## config.mk

```make
export PLATFORM = sky130hd
export DESIGN_NAME = host_mailbox_pair
export DESIGN_NICKNAME = d
export VERILOG_FILES = /design/src/rtl/mbx_pkg.sv /design/src/rtl/mbx_channel.sv /design/src/rtl/mbx_prio.sv /design/src/rtl/host_mailbox_pair.sv
export SDC_FILE = /design/constraint.sdc
export NUM_CORES = 1
export LEC_CHECK = 0
export BUFFER_PORTS_ARGS = -buffer_cell sky130_fd_sc_hd__buf_2
export CAP_MARGIN = 15
export CORE_AREA = 10 10 88 90
export CTS_CLUSTER_DIAMETER = 100
export CTS_CLUSTER_SIZE = 8
export DETAILED_ROUTE_END_ITERATION = 10
export DIE_AREA = 0 0 98 100
export PLACE_DENSITY = 0.85
export SKIP_LAST_GASP = 1
export SLEW_MARGIN = 10
export SYNTH_ARGS = -nofsm -noshare
export SYNTH_HDL_FRONTEND = slang
export SYNTH_HIERARCHICAL = 1
export SYNTH_SLANG_ARGS = --single-unit
export TNS_END_PERCENT = 20
```

## constraint.sdc

```tcl
create_clock -name clk -period 2.1 [get_ports clk]
set_input_delay 0.21 -clock clk [delete_from_list [all_inputs] [get_ports clk]]
set_output_delay 0.21 -clock clk [all_outputs]
set_load 0.005 [all_outputs]
```

## src/rtl/mbx_pkg.sv

```systemverilog
package mbx_pkg;
  localparam int ST_BUSY = 0;
  localparam int ST_IBF  = 1;
  localparam int ST_OBF  = 2;
  localparam int ST_CMD  = 3;
  localparam int ST_SCI  = 5;
  localparam int ST_SMI  = 6;

  typedef struct packed {
    logic busy;
    logic ibf;
    logic obf;
    logic cmd;
    logic sci;
    logic smi;
  } mbx_flags_t;

  function automatic logic [7:0] pack_status(mbx_flags_t f);
    logic [7:0] s;
    s = '0;
    s[ST_BUSY] = f.busy;
    s[ST_IBF]  = f.ibf;
    s[ST_OBF]  = f.obf;
    s[ST_CMD]  = f.cmd;
    s[ST_SCI]  = f.sci;
    s[ST_SMI]  = f.smi;
    return s;
  endfunction
endpackage

```

## src/rtl/mbx_channel.sv

```systemverilog
module mbx_channel
  import mbx_pkg::*;
#(
  parameter int AW = 16,
  parameter int DW = 8,
  parameter logic [AW-1:0] CMD_ADDR  = 16'h0066,
  parameter logic [AW-1:0] DATA_ADDR = 16'h0062
) (
  input  logic          clk,
  input  logic          rst,
  input  logic          force_idle,
  input  logic [AW-1:0] h_addr,
  input  logic          h_wr,
  input  logic          h_rd,
  input  logic [DW-1:0] h_wdata,
  input  logic          sel,
  input  logic          l_rd_in,
  input  logic          l_wr_out,
  input  logic [DW-1:0] l_wdata,
  input  logic          l_set_busy,
  input  logic          l_clr_busy,
  input  logic          evt_we,
  input  logic          evt_sci,
  input  logic          evt_smi,
  output logic [DW-1:0] in_byte,
  output logic [DW-1:0] out_byte,
  output logic [7:0]    status,
  output logic          ibf,
  output logic          hit_cmd,
  output logic          hit_data,
  output logic          obe_pulse
);
  logic [DW-1:0] in_q, out_q;
  logic ibf_q, obf_q, cmd_q, busy_q, sci_q, smi_q, obe_q;
  logic hw, lr, lw, ls, lc, hdr;
  mbx_flags_t flags;

  assign hit_cmd  = (h_addr == CMD_ADDR);
  assign hit_data = (h_addr == DATA_ADDR);
  assign hw  = h_wr && (hit_cmd || hit_data);
  assign hdr = h_rd && hit_data;
  assign lr  = sel && l_rd_in;
  assign lw  = sel && l_wr_out;
  assign ls  = sel && l_set_busy;
  assign lc  = sel && l_clr_busy;

  always_ff @(posedge clk) begin
    if (rst) begin
      in_q   <= '0;
      out_q  <= '0;
      ibf_q  <= 1'b0;
      obf_q  <= 1'b0;
      cmd_q  <= 1'b0;
      busy_q <= 1'b0;
      sci_q  <= 1'b0;
      smi_q  <= 1'b0;
      obe_q  <= 1'b0;
    end else begin
      if (hw) begin
        in_q  <= h_wdata;
        cmd_q <= hit_cmd;
        ibf_q <= 1'b1;
      end else if (lr) begin
        ibf_q <= 1'b0;
      end
      if (lw) begin
        out_q <= l_wdata;
        obf_q <= 1'b1;
      end else if (hdr) begin
        obf_q <= 1'b0;
      end
      obe_q <= hdr && obf_q && !lw;
      if (force_idle || lc)
        busy_q <= 1'b0;
      else if (ls)
        busy_q <= 1'b1;
      if (evt_we) begin
        sci_q <= evt_sci;
        smi_q <= evt_smi;
      end
    end
  end

  always_comb begin
    flags.busy = busy_q;
    flags.ibf  = ibf_q;
    flags.obf  = obf_q;
    flags.cmd  = cmd_q;
    flags.sci  = sci_q;
    flags.smi  = smi_q;
  end

  assign status    = pack_status(flags);
  assign in_byte   = in_q;
  assign out_byte  = out_q;
  assign ibf       = ibf_q;
  assign obe_pulse = obe_q;

  p_wr_fills_r1: assert property (@(posedge clk) disable iff (rst)
    hw |=> (ibf_q && (cmd_q == $past(hit_cmd)) && (in_q == $past(h_wdata))));
  p_rd_empties_r2: assert property (@(posedge clk) disable iff (rst)
    (lr && !hw) |=> !ibf_q);
  p_wr_out_full_r3: assert property (@(posedge clk) disable iff (rst)
    lw |=> obf_q);
  p_drain_pulse_r3: assert property (@(posedge clk) disable iff (rst)
    (hdr && obf_q && !lw) |=> (!obf_q && obe_q));
  p_clear_wins_r4: assert property (@(posedge clk) disable iff (rst)
    lc |=> !busy_q);
  p_force_idle_r5: assert property (@(posedge clk) disable iff (rst)
    force_idle |=> !busy_q);
  p_collide_r11: assert property (@(posedge clk) disable iff (rst)
    (hw && lr) |=> ibf_q);
endmodule

```

## src/rtl/mbx_prio.sv

```systemverilog
module mbx_prio #(
  parameter int NCH = 2,
  localparam int CW = (NCH > 1) ? $clog2(NCH) : 1
) (
  input  logic           clk,
  input  logic           rst,
  input  logic [NCH-1:0] ibf,
  input  logic [NCH-1:0] ie,
  output logic           irq,
  output logic           valid,
  output logic [CW-1:0]  sel
);
  logic [NCH-1:0] pend;

  assign pend  = ibf & ie;
  assign irq   = |pend;
  assign valid = |pend;

  always_comb begin
    sel = '0;
    for (int i = NCH - 1; i >= 0; i--)
      if (pend[i]) sel = CW'(i);
  end

  p_low_first_r6: assert property (@(posedge clk) disable iff (rst)
    (ibf[0] && ie[0]) |-> (sel == '0));
  p_masked_quiet_r7: assert property (@(posedge clk) disable iff (rst)
    (ie == '0) |-> !irq);
  p_masked_quiet_ch_r7: assert property (@(posedge clk) disable iff (rst)
    (!ibf[0] && ibf[1] && !ie[1]) |-> !irq);
endmodule

```

## src/rtl/host_mailbox_pair.sv

```systemverilog
module host_mailbox_pair #(
  parameter int AW = 16,
  parameter int DW = 8,
  parameter logic [AW-1:0] PM_CMD_ADDR  = 16'h0066,
  parameter logic [AW-1:0] PM_DATA_ADDR = 16'h0062,
  parameter logic [AW-1:0] HC_CMD_ADDR  = 16'h0200,
  parameter logic [AW-1:0] HC_DATA_ADDR = 16'h0204
) (
  input  logic          clk,
  input  logic          rst,
  input  logic          plat_rst,
  input  logic [AW-1:0] h_addr,
  input  logic          h_wr,
  input  logic          h_rd,
  input  logic [DW-1:0] h_wdata,
  output logic [DW-1:0] h_rdata,
  input  logic          l_ch,
  input  logic          l_rd_in,
  input  logic          l_wr_out,
  input  logic [DW-1:0] l_wdata,
  output logic [DW-1:0] l_rdata,
  input  logic          l_set_busy,
  input  logic          l_clr_busy,
  input  logic          l_evt_we,
  input  logic          l_evt_sci,
  input  logic          l_evt_smi,
  input  logic [1:0]    irq_en,
  output logic          irq_ibf,
  output logic [1:0]    irq_obe,
  output logic          svc_valid,
  output logic          svc_ch
);
  localparam int NCH = 2;

  logic [DW-1:0] in_b  [NCH];
  logic [DW-1:0] out_b [NCH];
  logic [7:0]    st_b  [NCH];
  logic [NCH-1:0] ibf_v, hc_v, hd_v, obe_v;
  logic [DW-1:0] rd_next;

  for (genvar g = 0; g < NCH; g++) begin : g_ch
    logic ch_sel;
    assign ch_sel = (l_ch == 1'(g));
    mbx_channel #(
      .AW(AW), .DW(DW),
      .CMD_ADDR (g == 0 ? PM_CMD_ADDR  : HC_CMD_ADDR),
      .DATA_ADDR(g == 0 ? PM_DATA_ADDR : HC_DATA_ADDR)
    ) u_chan (
      .clk(clk), .rst(rst),
      .force_idle(g == 1 ? plat_rst : 1'b0),
      .h_addr(h_addr), .h_wr(h_wr), .h_rd(h_rd), .h_wdata(h_wdata),
      .sel(ch_sel), .l_rd_in(l_rd_in), .l_wr_out(l_wr_out), .l_wdata(l_wdata),
      .l_set_busy(l_set_busy), .l_clr_busy(l_clr_busy),
      .evt_we(g == 0 ? (l_evt_we && ch_sel) : 1'b0),
      .evt_sci(l_evt_sci), .evt_smi(l_evt_smi),
      .in_byte(in_b[g]), .out_byte(out_b[g]), .status(st_b[g]),
      .ibf(ibf_v[g]), .hit_cmd(hc_v[g]), .hit_data(hd_v[g]),
      .obe_pulse(obe_v[g])
    );
  end

  always_comb begin
    rd_next = '1;
    for (int i = 0; i < NCH; i++) begin
      if (hc_v[i]) rd_next = DW'(st_b[i]);
      if (hd_v[i]) rd_next = out_b[i];
    end
  end

  always_ff @(posedge clk) begin
    if (rst) begin
      h_rdata <= '1;
      l_rdata <= '0;
    end else begin
      if (h_rd)    h_rdata <= rd_next;
      if (l_rd_in) l_rdata <= in_b[l_ch];
    end
  end

  assign irq_obe = obe_v;

  mbx_prio #(.NCH(NCH)) u_prio (
    .clk(clk), .rst(rst), .ibf(ibf_v), .ie(irq_en),
    .irq(irq_ibf), .valid(svc_valid), .sel(svc_ch)
  );

  p_miss_reads_ff_r9: assert property (@(posedge clk) disable iff (rst)
    (h_rd && !(|hc_v) && !(|hd_v)) |=> (h_rdata == '1));
  p_rdata_holds_r12: assert property (@(posedge clk) disable iff (rst)
    !h_rd |=> $stable(h_rdata));
endmodule

```

==> results_dict.tcl <==
set metrics [dict create \
    crit_path_end "h_rdata[6]$_SDFFE_PP1P_" \
    fin_crit_ns 1.628 \
    worstSetupStartpointType "input pin" \
    reg2reg_from "g_ch[0].u_chan/ibf$_SDFFE_PP0P_" \
    drtIter0Drc 122 \
    final_cell_mix "67 x buf_2, 62 x dfxtp_1, 48 x nand2_1, 25 x nand2b_1, 22 x nor2_1" \
    slew_violations 0 \
    hold_viol_final 0 \
    fin_nets 456 \
    p_sw_w 0.0006001 \
    num_rows 29 \
    numCtsBuffers 9 \
    fin_skew_ns 0.005825 \
    netlist_instances 358 \
    globalRouteTotalUtil_pct 16.01 \
    fp.coreArea_um2 6132 \
    grt_pass1_vias 2775 \
    setup.worst_path.class "in -> reg" \
    post_cts_buffers 0 \
    clk_path_buf_depth 2 \
    r2r_setup_slack_ns 1.06 \
    clkPwrFrac_pct 44.4 \
    cts_tree "built" \
    comb_power_share_pct 8.9 \
    required_ns 2.32 \
    detailed_place_hpwl_um 5524 \
    yosysWarningCount 6 \
    setup_tns_ns 0 \
    intPower_w 0.002036 \
    synth.distinct_cells 44 \
    drt_wl_total_um 7751 \
    rsz0062_at_grt "false" \
    drive_gt1_share_pct 26.39 \
    die_x_um 98 \
    r2r_end "h_rdata[1]$_SDFFE_PP1P_" \
    grt_max_degree 54 \
    htreeDepth 3 \
    finalPower_w 0.002636 \
    finalSetupViolCount 0 \
    ant_nets 0 \
    clock_sinks 62 \
    die_area_um2 9800 \
    yosysSeqAreaShare_pct 39.07 \
    switching_share_pct 22.76 \
    r2r_cells 3 \
    post_drt_wl_per_cell_um 15.79 \
    power_density_nw_per_um2 718.1 \
    cp_max_fo 8 \
    area_growth_pct 15.56 \
    crit_arrival_ns 1.85 \
    ir_drop_v 0.0004100 \
    dr.pass1.iters 4 \
    clk_latency_ns 0.34 \
    worstHoldStart "plat_rst" \
    synth_area_um2 3177 \
    fillers 568 \
    synth.avg_cell_area_um2 8.874 \
    min_path_type "in -> reg" \
    final_common_cell "buf_2" \
    finalCritPeriodShare_pct 77.53 \
    start_util_pct 51.81 \
    worstSetupEndpointType "flop" \
    maxCapViolCount 0 \
    synth_seq_cells 62 \
    status "finished clean" \
    grt_pass1_wl_um 12930 \
    die_y_um 100 \
    seqPwrFrac_pct 46.7 \
    cp-startpoint "h_addr[8]" \
    antenna_found_initial 0 \
    grt_remaining_overflow 0 \
    vias_per_cell 5.487 \
    num_vias 2694 \
    cts.repair.resized 0 \
    cts_root_buffer "clkbuf_8" \
    cts.clk_slew.worst_paths_ns 0.06 \
    p_leak_nw 1.477 \
    port-buffer-count 67 \
    fmax_mhz 614.2 \
    drc_errors 0 \
    gp_congestion 0.8093 \
    pin_count 68 \
    hold_buffers 0 \
]
[through the flow]
step | setup WS, ns | utilization, % | hold WS, ns | area, um^2 | instances
after floorplan | 0.3735 | - | 0.3007 | 3192 | 362
after global placement | 0.1657 | 56.21 | 0.3849 | 3447 | 475
after detailed placement | 0.1443 | 56.21 | 0.3982 | 3447 | 475
after CTS | 0.5032 | 59.82 | 0.02994 | 3669 | 490
after global routing | 0.2486 | 59.82 | 0.04832 | 3669 | 490
final | 0.4718 | 59.87 | 0.04938 | 3671 | 491
[cell type report]
type	instances	area, um^2	area share [%]
inverters	12	45.04	1.227
repair buffers	74	412.9	11.25
clock inverters	4	70.07	1.909
well taps	77	96.34	2.624
multi-input cells	250	1652	44.99
flip-flops and latches	62	1241	33.81
diodes	1	2.502	0.06817
clock buffers	11	151.4	4.124
[worst min path at each step]
stage	end	depth (start not counted)
3_5_place_dp	g_ch[1].u_chan/busy_q$_SDFFE_PP0P_	2
5_1_grt	g_ch[1].u_chan/busy_q$_SDFFE_PP0P_	2
4_1_cts	g_ch[1].u_chan/busy_q$_SDFFE_PP0P_	2
2_1_floorplan	g_ch[1].u_chan/busy_q$_SDFFE_PP0P_	1
6_report	g_ch[1].u_chan/busy_q$_SDFFE_PP0P_	2
3_3_place_gp	g_ch[1].u_chan/busy_q$_SDFFE_PP0P_	2
[layer usage]
metal	up-vias	global-route usage, %	wire length, um
met5	-	0	0
met4	0	8.166	137
met3	12	5.151	489
met2	87	27.21	4014
met1	1262	17.57	3109
li1	1333	-	-
[cells in the mapped netlist, drive strengths merged]
cell,instances,area [um^2]
dfxtp,62,1241
nand2,48,180.2
buf,27,212.7
nand2b,26,170.2
nor2,23,102.6
a21oi,20,103.9
mux2i,20,200.2
inv,12,45.04
clkbuf,11,41.29
o21ai,11,88.83
a2111oi,10,93.84
nor2b,10,62.56
nand4b,9,78.83
a211oi,8,60.06
a31oi,8,50.05
nand3b,8,60.06
nor3b,8,65.06
or3,8,50.05
nor4,5,61.31
and2,4,25.02
nor4b,4,56.30
conb,3,11.26
a21boi,2,15.01
and4,2,17.52
nand4,2,27.53
nor3,2,10.01
o21ba,2,20.02
a22oi,1,7.510
nor4bb,1,10.01
o41ai,1,8.760
[critical path: stages]
cell and delay (ns):
buf_2 0.12, nor4_1 0.33, and4_1 0.25, and2_1 0.31
nor3b_2 0.25, a2111oi_2 0.07, or3_1 0.31
[power groups by stage]
stage          Sequential, W  Clock, W  Combinational [W]
6_report             0.00123   0.00117           0.000234
5_1_grt              0.00124   0.00125           0.000262
4_1_cts              0.00123   0.00119           0.000235
3_5_place_dp         0.00126         0           0.000234
3_3_place_gp         0.00126         0           0.000226
2_1_floorplan        0.00126         0           0.000142
[flip-flops by register name, indices dropped and copies added (netlist names)]
signal	cells
h_rdata	8
l_rdata	8
g_ch.u_chan/busy_q	2
g_ch.u_chan/cmd_q	2
g_ch.u_chan/sci_q	2
g_ch.u_chan/in_byte	16
g_ch.u_chan/out_byte	16
g_ch.u_chan/smi_q	2
g_ch.u_chan/ibf	2
g_ch.u_chan/obf_q	2
g_ch.u_chan/obe_pulse	2
[cells by family (layout without fill, tap and decap cells)]
family | Yosys count | after routing | share of synthesized area (%)
multiplexers | 20 | 20 | 6.302
buffers and inverters | 50 | 101 | 9.413
flip-flops | 62 | 62 | 39.07
AO/OA/AOI/OAI | 63 | 63 | 14.10
other | 3 | 8 | 0.3544
AND/OR/NAND/NOR | 160 | 160 | 30.76
No activity file was read; power rests on OpenSTA's default activity.
